[config.mk]
export PLATFORM = sky130hd
export DESIGN_NAME = fifo_pair_wm
export DESIGN_NICKNAME = d
export VERILOG_FILES = /design/src/rtl/fifo_pair_pkg.sv /design/src/rtl/wm_fifo.sv /design/src/rtl/fifo_levels.sv /design/src/rtl/fifo_pair_wm.sv
export SDC_FILE = /design/constraint.sdc
export NUM_CORES = 1
export LEC_CHECK = 0
export BUFFER_PORTS_ARGS = -buffer_cell sky130_fd_sc_hd__buf_2
export CAP_MARGIN = 20
export CORE_MARGIN = 5
export CORE_UTILIZATION = 60
export CTS_CLUSTER_SIZE = 14
export DETAILED_ROUTE_END_ITERATION = 10
export PLACE_DENSITY = 0.86
export SKIP_LAST_GASP = 1
export SYNTH_ARGS = -nofsm -noshare
export SYNTH_HDL_FRONTEND = slang
export SYNTH_SLANG_ARGS = --single-unit
[constraint.sdc]
create_clock -name clk_i -period 3.35 [get_ports clk_i]
set_clock_uncertainty 0.2 [all_clocks]
set_input_delay 0.67 -clock clk_i [delete_from_list [all_inputs] [get_ports clk_i]]
set_output_delay 0.67 -clock clk_i [all_outputs]
set_load 0.01 [all_outputs]
[src/rtl/fifo_pair_pkg.sv]
package fifo_pair_pkg;
  parameter int unsigned DEPTH     = 16;
  parameter int unsigned TX_W      = 10;
  parameter int unsigned RX_W      = 8;
  parameter int unsigned OCC_W     = $clog2(DEPTH);
  parameter int unsigned CNT_W     = $clog2(DEPTH + 1);
  parameter int unsigned HALF_LVL  = DEPTH / 2;
  parameter int unsigned ST_TX_FULL  = 4;
  parameter int unsigned ST_RX_FULL  = 5;
  parameter int unsigned ST_RX_EMPTY = 6;
  parameter int unsigned ST_TX_EMPTY = 7;
endpackage

[src/rtl/wm_fifo.sv]
module wm_fifo #(
  parameter int unsigned WIDTH = 8,
  parameter int unsigned DEPTH = 16,
  localparam int unsigned AW = $clog2(DEPTH),
  localparam int unsigned CW = $clog2(DEPTH + 1)
) (
  input  logic             clk_i,
  input  logic             rst_ni,
  input  logic             flush_i,
  input  logic             push_i,
  input  logic [WIDTH-1:0] data_i,
  input  logic             pop_i,
  output logic [WIDTH-1:0] data_o,
  output logic [CW-1:0]    cnt_o
);
  logic [WIDTH-1:0] mem_q [DEPTH];
  logic [AW-1:0]    wr_q, rd_q;
  logic [CW-1:0]    cnt_q;
  logic             do_push, do_pop;

  function automatic logic [AW-1:0] bump(input logic [AW-1:0] p);
    return (p == AW'(DEPTH - 1)) ? '0 : p + AW'(1);
  endfunction

  // eligibility judged on the pre-edge count
  assign do_push = push_i && !flush_i && (cnt_q != CW'(DEPTH));
  assign do_pop  = pop_i  && !flush_i && (cnt_q != '0);

  always_ff @(posedge clk_i or negedge rst_ni) begin
    if (!rst_ni) begin
      wr_q  <= '0;
      rd_q  <= '0;
      cnt_q <= '0;
    end else if (flush_i) begin
      wr_q  <= '0;
      rd_q  <= '0;
      cnt_q <= '0;
    end else begin
      if (do_push) wr_q <= bump(wr_q);
      if (do_pop)  rd_q <= bump(rd_q);
      if (do_push && !do_pop)      cnt_q <= cnt_q + CW'(1);
      else if (do_pop && !do_push) cnt_q <= cnt_q - CW'(1);
    end
  end

  always_ff @(posedge clk_i) begin
    if (do_push) mem_q[wr_q] <= data_i;
  end

  assign data_o = mem_q[rd_q];
  assign cnt_o  = cnt_q;

  a_r1_no_overflow: assert property (@(posedge clk_i) disable iff (!rst_ni)
    cnt_q <= CW'(DEPTH));
  a_r1_push_full_dropped: assert property (@(posedge clk_i) disable iff (!rst_ni)
    (push_i && !pop_i && !flush_i && cnt_q == CW'(DEPTH)) |=> (cnt_q == CW'(DEPTH)) && $stable(wr_q));
  a_r8_pop_empty_ignored: assert property (@(posedge clk_i) disable iff (!rst_ni)
    (pop_i && !push_i && !flush_i && cnt_q == '0) |=> (cnt_q == '0) && $stable(rd_q));
  a_r6_flush_empties: assert property (@(posedge clk_i) disable iff (!rst_ni)
    flush_i |=> (cnt_q == '0));
  a_r10_push_pop_hold: assert property (@(posedge clk_i) disable iff (!rst_ni)
    (push_i && pop_i && !flush_i && cnt_q != '0 && cnt_q != CW'(DEPTH)) |=> $stable(cnt_q));
endmodule

[src/rtl/fifo_levels.sv]
module fifo_levels
  import fifo_pair_pkg::*;
#(
  parameter int unsigned LVL_DEPTH = DEPTH,
  parameter int unsigned LVL_HALF  = LVL_DEPTH / 2,
  localparam int unsigned AW = $clog2(LVL_DEPTH),
  localparam int unsigned CW = $clog2(LVL_DEPTH + 1)
) (
  input  logic [CW-1:0] tx_cnt_i,
  input  logic [CW-1:0] rx_cnt_i,
  input  logic [AW-1:0] rx_thresh_i,
  output logic [AW-1:0] tx_occ_o,
  output logic [AW-1:0] rx_occ_o,
  output logic [7:0]    status_o,
  output logic          tx_half_o
);
  function automatic logic [AW-1:0] zb(input logic [CW-1:0] c);
    return (c == '0) ? '0 : AW'(c - CW'(1));
  endfunction

  logic [CW-1:0] rx_trip;
  assign rx_trip = CW'(rx_thresh_i) + CW'(1);

  assign tx_occ_o  = zb(tx_cnt_i);
  assign rx_occ_o  = zb(rx_cnt_i);
  assign tx_half_o = (tx_cnt_i <= CW'(LVL_HALF));

  always_comb begin
    status_o              = '0;
    status_o[ST_TX_FULL]  = (tx_cnt_i == CW'(LVL_DEPTH));
    status_o[ST_RX_FULL]  = (rx_cnt_i >= rx_trip);
    status_o[ST_RX_EMPTY] = (rx_cnt_i == '0);
    status_o[ST_TX_EMPTY] = (tx_cnt_i == '0);
  end

  a_r5_empty_full_exclusive: assert property (@(posedge status_o[ST_TX_FULL])
    !status_o[ST_TX_EMPTY]);
endmodule

[src/rtl/fifo_pair_wm.sv]
module fifo_pair_wm
  import fifo_pair_pkg::*;
(
  input  logic             clk_i,
  input  logic             rst_ni,
  input  logic             tx_push_i,
  input  logic [TX_W-1:0]  tx_data_i,
  input  logic             tx_pop_i,
  output logic [TX_W-1:0]  tx_data_o,
  input  logic             tx_flush_i,
  input  logic             rx_push_i,
  input  logic [RX_W-1:0]  rx_data_i,
  input  logic             rx_pop_i,
  output logic [RX_W-1:0]  rx_data_o,
  input  logic [OCC_W-1:0] rx_thresh_i,
  output logic [OCC_W-1:0] tx_occ_o,
  output logic [OCC_W-1:0] rx_occ_o,
  output logic [7:0]       status_o,
  output logic             tx_half_o
);
  logic [CNT_W-1:0] tx_cnt, rx_cnt;

  wm_fifo #(.WIDTH(TX_W), .DEPTH(DEPTH)) u_tx (
    .clk_i, .rst_ni, .flush_i(tx_flush_i),
    .push_i(tx_push_i), .data_i(tx_data_i),
    .pop_i(tx_pop_i), .data_o(tx_data_o), .cnt_o(tx_cnt)
  );

  wm_fifo #(.WIDTH(RX_W), .DEPTH(DEPTH)) u_rx (
    .clk_i, .rst_ni, .flush_i(1'b0),
    .push_i(rx_push_i), .data_i(rx_data_i),
    .pop_i(rx_pop_i), .data_o(rx_data_o), .cnt_o(rx_cnt)
  );

  fifo_levels #(.LVL_DEPTH(DEPTH), .LVL_HALF(HALF_LVL)) u_lvl (
    .tx_cnt_i(tx_cnt), .rx_cnt_i(rx_cnt), .rx_thresh_i,
    .tx_occ_o, .rx_occ_o, .status_o, .tx_half_o
  );

  a_r7_half_at_empty: assert property (@(posedge clk_i) disable iff (!rst_ni)
    status_o[ST_TX_EMPTY] |-> tx_half_o);
  a_r6_flush_reads_empty: assert property (@(posedge clk_i) disable iff (!rst_ni)
    tx_flush_i |=> status_o[ST_TX_EMPTY]);
endmodule

Word-level counts from Yosys, hierarchy flattened
Memory sizes are Yosys's and may differ from the RTL's.
Index checks and enable logic that the tools add are counted.
- output and inout bits: 35
- register bits: 26
- memories kept: 2
- input bits: 29
- ROM bits: 0
- latch bits: 0
- logic and storage cells: 68
- memory bits (writable): 288
- memory list (name ; words ; bits a word ; rd ports ; clocked after Yosys merged registers in ; wr ports ; line ; RTL):
    u_tx.mem_q ; 16 ; 10 ; 1 ; 0 ; 1 ; wm_fifo.sv:16 ; logic [WIDTH-1:0] mem_q [DEPTH];
    u_rx.mem_q ; 16 ; 8 ; 1 ; 0 ; 1 ; wm_fifo.sv:16 ;
- multiply operators: 0
- multiplexer cells: 19
- div/mod/pow operators: 0
- $lt $le $gt $ge: 2
- reduce and logical (&&, ||, !) cells: 23
- $add $sub $neg: 9
- bitwise logic cells: 0
- shift operators: 0
- equality and inequality tests: 7
- operators by type and width (kind ; number):
    4-bit two-way mux ; 10
    5-bit two-way mux ; 5
    4-bit by 1-bit adder with 4-bit output (second input constant) ; 4
    4-bit equality test (second input constant) ; 4
    5-bit by 1-bit adder with 5-bit output (second input constant) ; 2
    1-bit logical AND ; 10
    5-bit zero test ; 2
    5-bit inequality test (second input constant) ; 2
    5-bit nonzero test ; 2
    5-bit by 1-bit subtractor with 5-bit output (second input constant) ; 2
    2-bit nonzero test ; 3
    4-bit by 1-bit adder with 5-bit output (second input constant) ; 1
    5-bit equality test (second input constant) ; 1
    5-bit greater-or-equal comparator ; 1
    5-bit by 4-bit <= comparator with 1-bit output (second input constant) ; 1
    1-bit zero test ; 5
    1-bit two-way mux ; 4
    3-bit nonzero test ; 1

Logic depth before layout (Yosys ltp)
Gate-level depths: netlist (run 1).
- depth in word-level cells: 8
- depth in mapped cells: 9

Cells and area by module
From an unflattened synthesis (run 1), not the netlist that was laid out.
- cells, all modules: 732
- area, all modules: 13255.2 µm²
- modules (own cells, without submodules) (module ; cells an instance ; times used ; sequential area each (µm²) ; area each (µm²)):
    wm_fifo (u_tx) ; 361 ; 1 ; 5129.9 ; 6996.7
    wm_fifo (u_rx) ; 320 ; 1 ; 4169.0 ; 5860.6
    fifo_levels ; 50 ; 1 ; 0.0 ; 394.1
    fifo_pair_wm ; 1 ; 1 ; 0.0 ; 3.8

Worst setup path before layout (run 1)
Ideal clock, no wire load.
- path kind: register -> register
- from: register u_rx.cnt_q[0] (netlist: u_rx.cnt_o[0])
- to: memory u_rx.mem_q[8][0] (netlist: u_rx.mem_q[4][0]), enable pin
- arrival: 1.949 ns
- required time: 2.767 ns
- setup time: 0.383 ns
- buffers on the path: 0
- setup slack: 0.817 ns
- period minus slack after synthesis: 2.533 ns
- cell stages (with the launch flop): 7
- cell sequence: dfrtp_1 > inv_1 > ha_1 > nor3b_1 > a21boi_2 > nand2_1 > nor3_1
- word-level cells in the longest chain between the ends: 4
- RTL lines (element ; line ; RTL):
    from (decl) ; wm_fifo.sv:18 ; logic [CW-1:0] cnt_q;
    from (signal assigned) ; wm_fifo.sv:41 ; if (do_push && !do_pop) cnt_q <= cnt_q + CW'(1);
    from (signal assigned) ; wm_fifo.sv:42 ; else if (do_pop && !do_push) cnt_q <= cnt_q - CW'(1);
    5-bit inequality test ; wm_fifo.sv:26 ; assign do_push = push_i && !flush_i && (cnt_q != CW'(DEPTH));
    1-bit logical AND ; wm_fifo.sv:26 ;
    named net u_rx.do_push ; wm_fifo.sv:19 ; logic do_push, do_pop;
    1-bit two-way mux ; wm_fifo.sv:47 ; if (do_push) mem_q[wr_q] <= data_i;
    1-bit two-way mux (implied by the code) ; wm_fifo.sv:47 ;
    to (decl) ; wm_fifo.sv:16 ;
The timed path passes the listed nets, and every way through them passes these cells.

Worst setup path after layout (run 1)
- from: register u_tx.rd_q[0]
- to: output tx_data_o[7]
- word-level cells in the longest chain between the ends: 1
- RTL lines (element ; line ; RTL):
    from (decl) ; wm_fifo.sv:17 ; logic [AW-1:0] wr_q, rd_q;
    from (signal assigned) ; wm_fifo.sv:40 ; if (do_pop) rd_q <= bump(rd_q);
    memory read 16 x 10 bit ; - ;
    to (decl) ; fifo_pair_wm.sv:9 ; output logic [TX_W-1:0] tx_data_o,
No other way between the ends.

==> results of run 1 <==
==> repair_timing <==
item,4_1_cts,5_1_grt
hold buffers,1,0
buffers inserted,1,6
pin swaps,0,0
resized for setup,7,10
endpoints found under the hold margin,26,0
gates cloned,1,1
setup endpoints to repair,11,18
==> final timing paths <==
path / from / to / slack [ns] / cells past startpoint
max: u_tx.rd_q[0]$_DFFE_PN0P_ / tx_data_o[7] / 0.03 / 7
min: tx_data_i[6] / u_tx.mem_q[12][6]$_DFFE_PP_ / 0.28 / 1
max reg2reg: u_rx.cnt_o[0]$_DFFE_PN0P_ / u_rx.mem_q[1][0]$_DFFE_PP_ / 0.47 / 6
min reg2reg: u_rx.wr_q[2]$_DFFE_PN0P_ / u_rx.wr_q[2]$_DFFE_PN0P_ / 0.38 / 1
max in group asynchronous: rst_ni / u_tx.rd_q[0]$_DFFE_PN0P_ / 2.02 / 2
min in group asynchronous: rst_ni / u_rx.cnt_o[3]$_DFFE_PN0P_ / 0.46 / 2
==> placed cells by master, fill, tap and decap left out, types with 3 or more instances in the layout <==
master,instances
edfxtp_1,288
buf_2,59
mux2i_1,55
o21ai_0,42
nand2_1,37
mux4_2,36
clkbuf_16,35
a21oi_1,31
nor2_1,25
and2_1,21
ha_1,21
buf_4,20
dfrtp_1,19
mux2_2,18
a22oi_1,18
inv_1,17
a221oi_1,15
xnor2_1,10
nand3_1,10
nor3_1,9
clkbuf_8,9
xor2_1,8
clkinv_2,6
dfrtp_2,6
nand4_1,5
nor2b_1,4
and4_1,4
nand2b_1,4
conb_1,4
buf_12,4
o21ai_1,3
a311oi_1,3
a211oi_1,3
clkbuf_1,3
==> per-layer routing <==
layer,wire length [um],GRT usage (%),share of wire [%],up-vias
met4,814,7.169,2.9,0
met5,0,0,0,-
li1,-,-,-,3234
met2,13910,37.56,49,383
met1,11300,31.64,40,3687
met3,2176,3.827,7.7,77
==> cell usage after synthesis, types with 2 or more instances <==
| cell | count | area [um2] |
|---|---|---|
| nor3b_1 | 2 | 15.01 |
| mux2_2 | 18 | 202.7 |
| a211oi_1 | 3 | 22.52 |
| nand2_1 | 37 | 138.9 |
| and2_1 | 22 | 137.6 |
| nand4_1 | 5 | 31.28 |
| xnor2_1 | 10 | 87.58 |
| o31ai_1 | 2 | 15.01 |
| ha_1 | 21 | 262.8 |
| buf_6 | 2 | 22.52 |
| a221oi_1 | 18 | 157.7 |
| nor2b_1 | 5 | 31.28 |
| o21ai_0 | 44 | 220.2 |
| dfrtp_1 | 26 | 650.6 |
| nor4b_4 | 2 | 47.55 |
| buf_2 | 11 | 55.05 |
| nor3_1 | 9 | 45.04 |
| edfxtp_1 | 288 | 8648 |
| a311oi_1 | 3 | 26.28 |
| mux2i_1 | 55 | 550.5 |
| a22oi_1 | 18 | 135.1 |
| a21oi_1 | 32 | 160.2 |
| xor2_1 | 8 | 70.07 |
| buf_4 | 9 | 67.56 |
| inv_1 | 17 | 63.81 |
| clkbuf_1 | 19 | 71.32 |
| nand2b_1 | 4 | 25.02 |
| a31oi_1 | 2 | 12.51 |
| and4_1 | 4 | 35.03 |
| nand3_1 | 10 | 50.05 |
| nor2_1 | 25 | 93.84 |
| mux4_2 | 36 | 810.8 |
==> metrics by stage <==
step / instance area, um2 / power, uW / setup WS, ns
2_1_floorplan: 13100 / 6916 / 0.8175
3_3_place_gp: 13720 / 7677 / 0.5059
3_5_place_dp: 13720 / 7783 / 0.4031
4_1_cts: 14900 / 11400 / 0.003985
5_1_grt: 15020 / 12020 / -0.02082
6_report: 15020 / 11520 / 0.02923
==> registers in the layout, summed over array words and instances, names as in the netlist <==
signal	count
u_tx.mem_q	160
u_rx.mem_q	128
u_rx.cnt_o	5
u_tx.cnt_o	5
u_rx.rd_q	4
u_rx.wr_q	4
u_tx.rd_q	4
u_tx.wr_q	4
==> area by class of cell <==
class / count / area share [%]
Clock inverter: 12 / 0.5830
Clock buffer: 46 / 6.563
Sequential cell: 314 / 61.97
Timing Repair Buffer: 89 / 4.389
Multi-Input combinational cell: 413 / 23.74
Tap cell: 280 / 2.332
Inverter: 17 / 0.4248
==> kinds of logic after synthesis <==
group                    share of synthesized area (%)
AO/OA/AOI/OAI                                    6.107
XOR/XNOR                                         1.204
adder cells (fa/ha/maj)                          2.007
buffers and inverters                            2.141
flip-flops                                       71.03
multiplexers                                     11.95
other                                          0.02864
AND/OR/NAND/NOR                                  5.534
==> worst max-delay path, stage by stage, from the launching register on <==
cell	delay, ns
dfrtp_4	0.52
buf_4	0.21
buf_4	0.15
mux2i_1	0.13
a221oi_1	0.43
o21ai_0	0.18
nand2_1	0.12
buf_2	0.15
==> power by group through the flow <==
stage	logic, uW	registers (uW)	clock network, uW
floorplan	2180	4740	0
global placement	2740	4930	0
detailed placement	2830	4950	0
CTS	3000	4860	3540
global route	3440	4870	3710
finish	3160	4840	3520
==> impl_metrics.json, run 1 <==
{
  "avgSynthCellArea_um2": 16.74,
  "place_congestion": 0.8166,
  "p_sw_uw": 3436,
  "grt_first_pass_wirelength_um": 43680,
  "route.detailed.wl_per_inst_um": 24.08,
  "hold_path_class": "in -> reg",
  "p_seq_share_pct": 42.0,
  "criticalPathCategory": "reg -> out",
  "ant_nets": 0,
  "h-tree-depth": 1,
  "fin_crit_ns": 3.321,
  "p_per_area_nw_per_um2": 767.0,
  "worst_pin_slew_ns": 0.6895,
  "synth_edf_count": 288,
  "drc_errors": 0,
  "worstPathRequired_ns": 2.48,
  "cp.arrival_ns": 2.45,
  "fmax_mhz": 301.1,
  "io_buffers": 59,
  "clk-insertion-delay-late_ns": 0.57,
  "status": "finished, final reports clean",
  "rows": 54,
  "grt_max_degree": 28,
  "cts_made_buffers": 31,
  "register_area_um2": 9310,
  "cp-end-kind": "primary output",
  "antenna_found_initial": 0,
  "antenna-diode-count": 0,
  "pwr-share-comb_pct": 27.4,
  "final.fill_count": 1293,
  "ys_seq_area_share_pct": 71.03,
  "multi_input_area_um2": 3566,
  "setup_viol": 0,
  "ys.flop_type": "edfxtp_1",
  "path_clk_slew_ns": 0.07,
  "finalHoldViolCount": 0,
  "dpl.cell_count": 1103,
  "leakagePower_uw": 0.005194,
  "syn_area_um2": 13090,
  "slew_headroom_pct": 54.03,
  "vias": 7381,
  "drt_wl_total_um": 28190,
  "synth-seq-cells": 314,
  "vdd_ir_drop_max_v": 0.0005958,
  "post-route-util_pct": 69.49,
  "grt_pass1_vias": 7673,
  "chipHeight_um": 157.7,
  "io_pins": 64,
  "via_per_inst": 6.303,
  "p_sw_share_pct": 29.82,
  "power_frac_clock_pct": 30.6,
  "finalCritPeriodShare_pct": 99.13,
  "fin_setup_tns_ns": 0,
  "start_util_pct": 60.55,
  "drt_iter0_markers": 780,
  "syn_to_final_growth_pct": 14.76,
  "cts_buffer_depth": 3,
  "report.final.slew_viol_count": 0,
  "finalHoldWorstSlack_ns": 0.2787,
  "syn_inst": 782,
  "coreArea_um2": 21620,
  "cts_tree": "built",
  "cp-start-kind": "register",
  "cts.sinks": 314,
  "drt_first_pass_iters": 5,
  "track_usage_pct": 22.79,
  "die_w_um": 157.7,
  "die_area_um2": 24870,
  "worstPathMaxFanout": 8,
  "internal_power_uw": 8086,
  "final_net_count": 916,
  "hpwl_um": 16860,
  "grt_remaining_overflow": 0,
  "cts-root-buf": "clkbuf_16",
  "drive_gt1_share_pct": 24.24,
  "ys_types": 47,
  "yosys_warnings": 0,
  "maxCapViolations": 0,
  "instances_no_fill": 1171,
  "synthArstFlopShare_pct": 8.280
}
No activity file was read; power rests on OpenSTA's default activity.
==> run 2, diff against run 1 <==
Settings changed: BUFFER_PORTS_ARGS -buffer_cell sky130_fd_sc_hd__buf_2 to default, DONT_BUFFER_PORTS from default to 1, PLACE_DENSITY 0.86 to 0.84.
==> impl_metrics.json, run 2 (synthesized netlist as in run 1, its figures left out) <==
{
  "drc_errors": 0,
  "p_sw_uw": 3406,
  "largest_reg_flops": 160,
  "cts_buffer_depth": 3,
  "register_area_um2": 9305,
  "coreArea_um2": 21620,
  "cp-end-kind": "primary output",
  "fmax_mhz": 304.7,
  "top_register": "u_tx.mem_q",
  "antenna_found_initial": 1,
  "cts_made_buffers": 31,
  "grt_remaining_overflow": 0,
  "path_clk_slew_ns": 0.06,
  "layout_common_cells": "edfxtp_1 (288), mux2i_1 (55), dlygate4sd3_1 (47), o21ai_0 (43), nand2_1 (37)",
  "drive_gt1_share_pct": 16.01,
  "reg_top3": "u_tx.mem_q: 160 flops, u_rx.mem_q: 128 flops",
  "route.detailed.wl_per_inst_um": 27.05,
  "cp-start-kind": "register",
  "chipHeight_um": 157.7,
  "setup_viol": 0,
  "cp.arrival_ns": 2.41,
  "io_pins": 64,
  "p_seq_share_pct": 44.2,
  "worstPathMaxFanout": 11,
  "antenna-diode-count": 0,
  "cts_tree": "built",
  "via_per_inst": 6.682,
  "hold_path_class": "in -> reg",
  "criticalPathCategory": "reg -> out",
  "vdd_ir_drop_max_v": 0.0005283,
  "final_common_cell": "edfxtp_1",
  "ant_nets": 0,
  "drt_first_pass_iters": 5,
  "h-tree-depth": 1,
  "finalHoldWorstSlack_ns": 0.01245,
  "drt_iter0_markers": 885,
  "status": "finished, final reports clean",
  "cts-root-buf": "clkbuf_16",
  "grt_pass1_vias": 7632,
  "grt_first_pass_wirelength_um": 45610,
  "track_usage_pct": 24.34,
  "fin_crit_ns": 3.282,
  "die_w_um": 157.7,
  "die_area_um2": 24870,
  "cts.sinks": 314,
  "slew_headroom_pct": 44.17,
  "p_per_area_nw_per_um2": 739.3,
  "setup_ws_ns": 0.06806,
  "place_congestion": 0.9468,
  "grt_max_degree": 28,
  "vias": 7671,
  "max_stage_delay_ns": 0.57,
  "maxCapViolations": 0,
  "slowest_stage": "dfrtp_4",
  "dp_slack_ns": 0.3971,
  "syn_to_final_growth_pct": 13.95,
  "leakagePower_uw": 0.005019,
  "rows": 54,
  "power_frac_clock_pct": 29.3,
  "report.final.slew_viol_count": 0,
  "finalCritPeriodShare_pct": 97.97,
  "pwr-share-comb_pct": 26.5,
  "multi_input_area_um2": 3565,
  "worstPathRequired_ns": 2.48,
  "final.fill_count": 1287,
  "drt_wl_total_um": 31050,
  "start_util_pct": 60.55,
  "path_cells": "buf_4 -> mux2i_1 -> a221oi_1 -> a22oi_1 -> nand2_1",
  "worst_pin_slew_ns": 0.8374,
  "internal_power_uw": 7622,
  "io_buffers": 0,
  "grt_setup_unrepaired": "yes",
  "p_sw_share_pct": 30.89,
  "hpwl_um": 17880,
  "finalHoldViolCount": 0,
  "clk-insertion-delay-late_ns": 0.55,
  "final_net_count": 898
}
[run 2: through the flow]
stage	TNS, ns	instances	instance area, um2	total power (uW)	util (%)
finish	0	1148	14920	11030	69.00
global route	-0.009453	1148	14920	11480	69.00
CTS	0	1125	14650	10860	67.77
detailed placement	0	1042	13400	7587	61.99
global placement	0	1042	13400	7452	61.99
floorplan	0	785	13100	6916	-
[run 2: final timing paths]
check / start / to / slack [ns] / cells past startpoint
max in group asynchronous: rst_ni / u_tx.rd_q[0]$_DFFE_PN0P_ / 2.41 / 2
hold reg to reg: u_rx.cnt_o[0]$_DFFE_PN0P_ / u_rx.cnt_o[0]$_DFFE_PN0P_ / 0.39 / 1
setup / recovery: u_tx.rd_q[0]$_DFFE_PN0P_ / tx_data_o[8] / 0.07 / 5
setup reg to reg: u_tx.cnt_o[0]$_DFFE_PN0P_ / u_tx.mem_q[3][0]$_DFFE_PP_ / 0.23 / 6
hold / removal: tx_data_i[9] / u_tx.mem_q[10][9]$_DFFE_PP_ / 0.01 / 0
min in group asynchronous: rst_ni / u_rx.wr_q[1]$_DFFE_PN0P_ / 0.36 / 2
[run 2: what timing repair did]
item / in CTS / in global routing
hold endpoints to repair: 183 / 76
buffers inserted: 0 / 5
gates resized for setup: 1 / 9
endpoints found under the setup margin: 7 / 15
hold buffers: 30 / 18
[run 2: cell type report]
cell class	count	area share, %
clock inverter	18	0.9981
multi-input combinational	413	23.89
clock buffer	35	5.301
tap	280	2.348
sequential	314	62.38
timing repair buffer	71	4.655
inverter	17	0.4277
[run 2: per-layer routing]
layer  up-vias  share of wire [%]  wire length, um  track usage, %
li1       3206                  -                -               -
met1      3826                 37            11580           34.20
met2       539                 49            15360           39.93
met3       100                9.7             3024           4.265
met4         0                3.5             1075           6.882
met5         -                  0                0               0
[run 2: worst max-delay path: cells and delay by family, from the launching register on]
kind,cells,cell delay (ns)
and+or+nand+nor,1,0.15
AOI/OAI and AO/OA,2,0.70
muxes,1,0.19
DFF,1,0.57
buffers and inverters,1,0.24
[run 2: power groups by stage]
stage                     Combinational [uW]  Clock, uW  Sequential (uW)
after floorplan                         2180          0             4740
after global placement                  2530          0             4920
after detailed placement                2630          0             4950
after CTS                               2730       3250             4880
after global routing                    3140       3440             4890
final                                   2920       3230             4870
==> run 3, diff against run 2 <==
Settings changed: HOLD_SLACK_MARGIN from default to 0.08, RECOVER_POWER from default to 50, SYNTH_HIERARCHICAL from default to 1.
==> impl_metrics.json, run 3 <==
{
  "antenna_found_initial": 0,
  "yosysMostFrequentCell": "edfxtp_1",
  "yosys-top-cells-area": "edfxtp_1 (65%), mux4_2 (12%), dfrtp_1 (4.9%), ha_1 (2.6%), a22oi_1 (2.0%)",
  "final_common_cell": "edfxtp_1",
  "place_congestion": 0.8451,
  "p_per_area_nw_per_um2": 669.2,
  "grt_max_degree": 37,
  "avgSynthCellArea_um2": 18.11,
  "m1WireLength_um": 10160,
  "reg_top3": "u_tx/mem_q: 160 flops, u_rx/mem_q: 128 flops",
  "die_w_um": 158.6,
  "synth.top_cell.area_share_pct": 65.24,
  "finalCritPeriodShare_pct": 96.46,
  "cts_made_buffers": 29,
  "crit_buf_inv": 0,
  "h-tree-depth": 1,
  "cts.sinks": 314,
  "grt_pass1_vias": 7469,
  "path_clk_slew_ns": 0.06,
  "cp-end-kind": "register",
  "criticalPathCategory": "reg -> reg",
  "rows": 54,
  "largest_reg_flops": 160,
  "yosys_warnings": 6,
  "met3_length_um": 2092,
  "coreArea_um2": 21760,
  "slowest_stage": "nor4_1",
  "synth_edf_count": 288,
  "drt_wl_total_um": 27380,
  "grt_remaining_overflow": 0,
  "routed-wl-met2_um": 14390,
  "drt_iter0_markers": 826,
  "route.top_layer_used": "met4",
  "ys_types": 60,
  "vdd_ir_drop_max_v": 0.0005258,
  "synthArstFlopShare_pct": 8.280,
  "ant_nets": 0,
  "yosys.area.top_type": "edfxtp_1",
  "drt_first_pass_iters": 5,
  "chipHeight_um": 158.6,
  "hold_path_class": "in -> reg",
  "top_register": "u_tx/mem_q",
  "io_pins": 64,
  "status": "finished, final reports clean",
  "start_util_pct": 60.93,
  "dpl.cell_count": 1012,
  "antenna-diode-count": 0,
  "clk-insertion-delay-late_ns": 0.53,
  "worst_pin_slew_ns": 1.430,
  "cts-root-buf": "clkbuf_16",
  "cp_top_family": "simple AND/OR/NAND/NOR gates",
  "fin_setup_tns_ns": 0,
  "final_net_count": 849,
  "finalHoldViolCount": 0,
  "slew_headroom_pct": 4.646,
  "grt_setup_unrepaired": "no",
  "io_buffers": 0,
  "path_cells": "nor4_1 -> a21oi_1 -> nand2_1 -> ha_1 -> a21oi_1 -> nand2_1 -> or4_2 -> or4b_1",
  "worstPathRequired_ns": 3.62,
  "setup_viol": 0,
  "ys_seq_area_share_pct": 70.15,
  "route.detailed.wl_per_inst_um": 25.08,
  "vias": 7037,
  "report.final.slew_viol_count": 0,
  "ys.flop_type": "edfxtp_1",
  "drive_gt1_share_pct": 20.44,
  "track_usage_pct": 22.24,
  "cp.arrival_ns": 3.50,
  "maxCapViolations": 0,
  "worstPathMaxFanout": 9,
  "syn_area_um2": 13260,
  "drc_errors": 0,
  "die_area_um2": 25170,
  "fin_crit_ns": 3.231,
  "via_per_inst": 6.444,
  "cts_buffer_depth": 3,
  "syn_to_final_growth_pct": 12.02,
  "cts_tree": "built",
  "leakagePower_uw": 0.005023,
  "max_stage_delay_ns": 0.63,
  "synth_commonest_cells": "edfxtp_1 (288), mux4_2 (72), nand2_1 (39)",
  "post-route-util_pct": 68.25,
  "cp-start-kind": "register",
  "syn_inst": 732,
  "grt_first_pass_wirelength_um": 42330,
  "hpwl_um": 16960,
  "instances_no_fill": 1092,
  "layout_common_cells": "edfxtp_1 (288), mux4_2 (72), nand2_1 (39), nor2_1 (38), a22oi_1 (36)",
  "fmax_mhz": 309.5,
  "synth-seq-cells": 314
}
## run 3: cell types whose count changed after synthesis, moves of 6 or more
| cell | change |
|---|---|
| a21oi_1 | -18 |
| a221oi_1 | -17 |
| a22oi_1 | +18 |
| ha_1 | +7 |
| mux2_2 | -14 |
| mux2i_1 | -48 |
| mux4_2 | +36 |
| nor2_1 | +13 |
| o21ai_0 | -39 |
| xor2_1 | -6 |
## run 3: cell families after synthesis
| family | synth area share [%] |
|---|---|
| DFF | 70.15 |
| other | 0.05666 |
| and+or+nand+nor | 6.362 |
| adders and majority gates | 2.945 |
| buffers and inverters | 1.793 |
| xor gates and xnor gates | 0.7269 |
| muxes | 13.44 |
| AOI/OAI and AO/OA | 4.521 |
## run 3: path summary, 6_finish.rpt
| path | start | to | slack (ns) | cells past startpoint |
|---|---|---|---|---|
| hold / removal | tx_flush_i | u_tx/cnt_o[3]$_DFFE_PN0P_ | 0.14 | 2 |
| max in group asynchronous | rst_ni | u_tx/rd_q[0]$_DFFE_PN0P_ | 1.10 | 2 |
| hold reg to reg | u_rx/rd_q[2]$_DFFE_PN0P_ | u_rx/rd_q[2]$_DFFE_PN0P_ | 0.38 | 1 |
| min in group asynchronous | rst_ni | u_rx/cnt_o[0]$_DFFE_PN0P_ | 0.82 | 2 |
| setup / recovery | u_tx/cnt_o[0]$_DFFE_PN0P_ | u_tx/cnt_o[4]$_DFFE_PN0P_ | 0.12 | 8 |
| setup reg to reg | u_tx/cnt_o[0]$_DFFE_PN0P_ | u_tx/cnt_o[4]$_DFFE_PN0P_ | 0.12 | 8 |
## run 3: metrics by stage
| stage | power (uW) | hold WS (ns) | setup WS [ns] | area (um2) |
|---|---|---|---|---|
| final | 9937 | 0.1446 | 0.1186 | 14850 |
| after global routing | 10400 | 0.1409 | 0.009841 | 14850 |
| after CTS | 9971 | 0.1227 | 0.008499 | 14850 |
| after detailed placement | 6760 | 0.1753 | 0.2722 | 13720 |
| after global placement | 6639 | 0.1753 | 0.4515 | 13720 |
| after floorplan | 6320 | 0.1744 | 0.4029 | 13270 |
## run 3: area by class of cell
class,count,area (um2)
Clock buffer,45,815.8
Fill cell,1313,6908
Sequential cell,314,9304
Inverter,17,63.81
Timing Repair Buffer,59,523.0
Multi-Input combinational cell,369,3705
Clock inverter,8,86.33
Tap cell,280,350.3
## run 3: metal layers
layer,vias up,global-route usage [%]
li1,3023,-
met1,3593,29.68
met2,362,38.42
met3,59,3.479
met4,0,6.539
met5,-,0
## run 3: where the power goes
group / internal [uW] / switching, uW
clock network: 1820 / 1330
logic: 1020 / 1160
registers: 4410 / 204
total: 7250 / 2690
## run 3: repair_timing
item / in CTS / in global routing
hold buffers: 21 / 0
resized for setup: 1 / 1
setup buffers: 0 / 6
hold endpoints to repair: 316 / 0
gates cloned: 0 / 0
endpoints found under the setup margin: 3 / 3
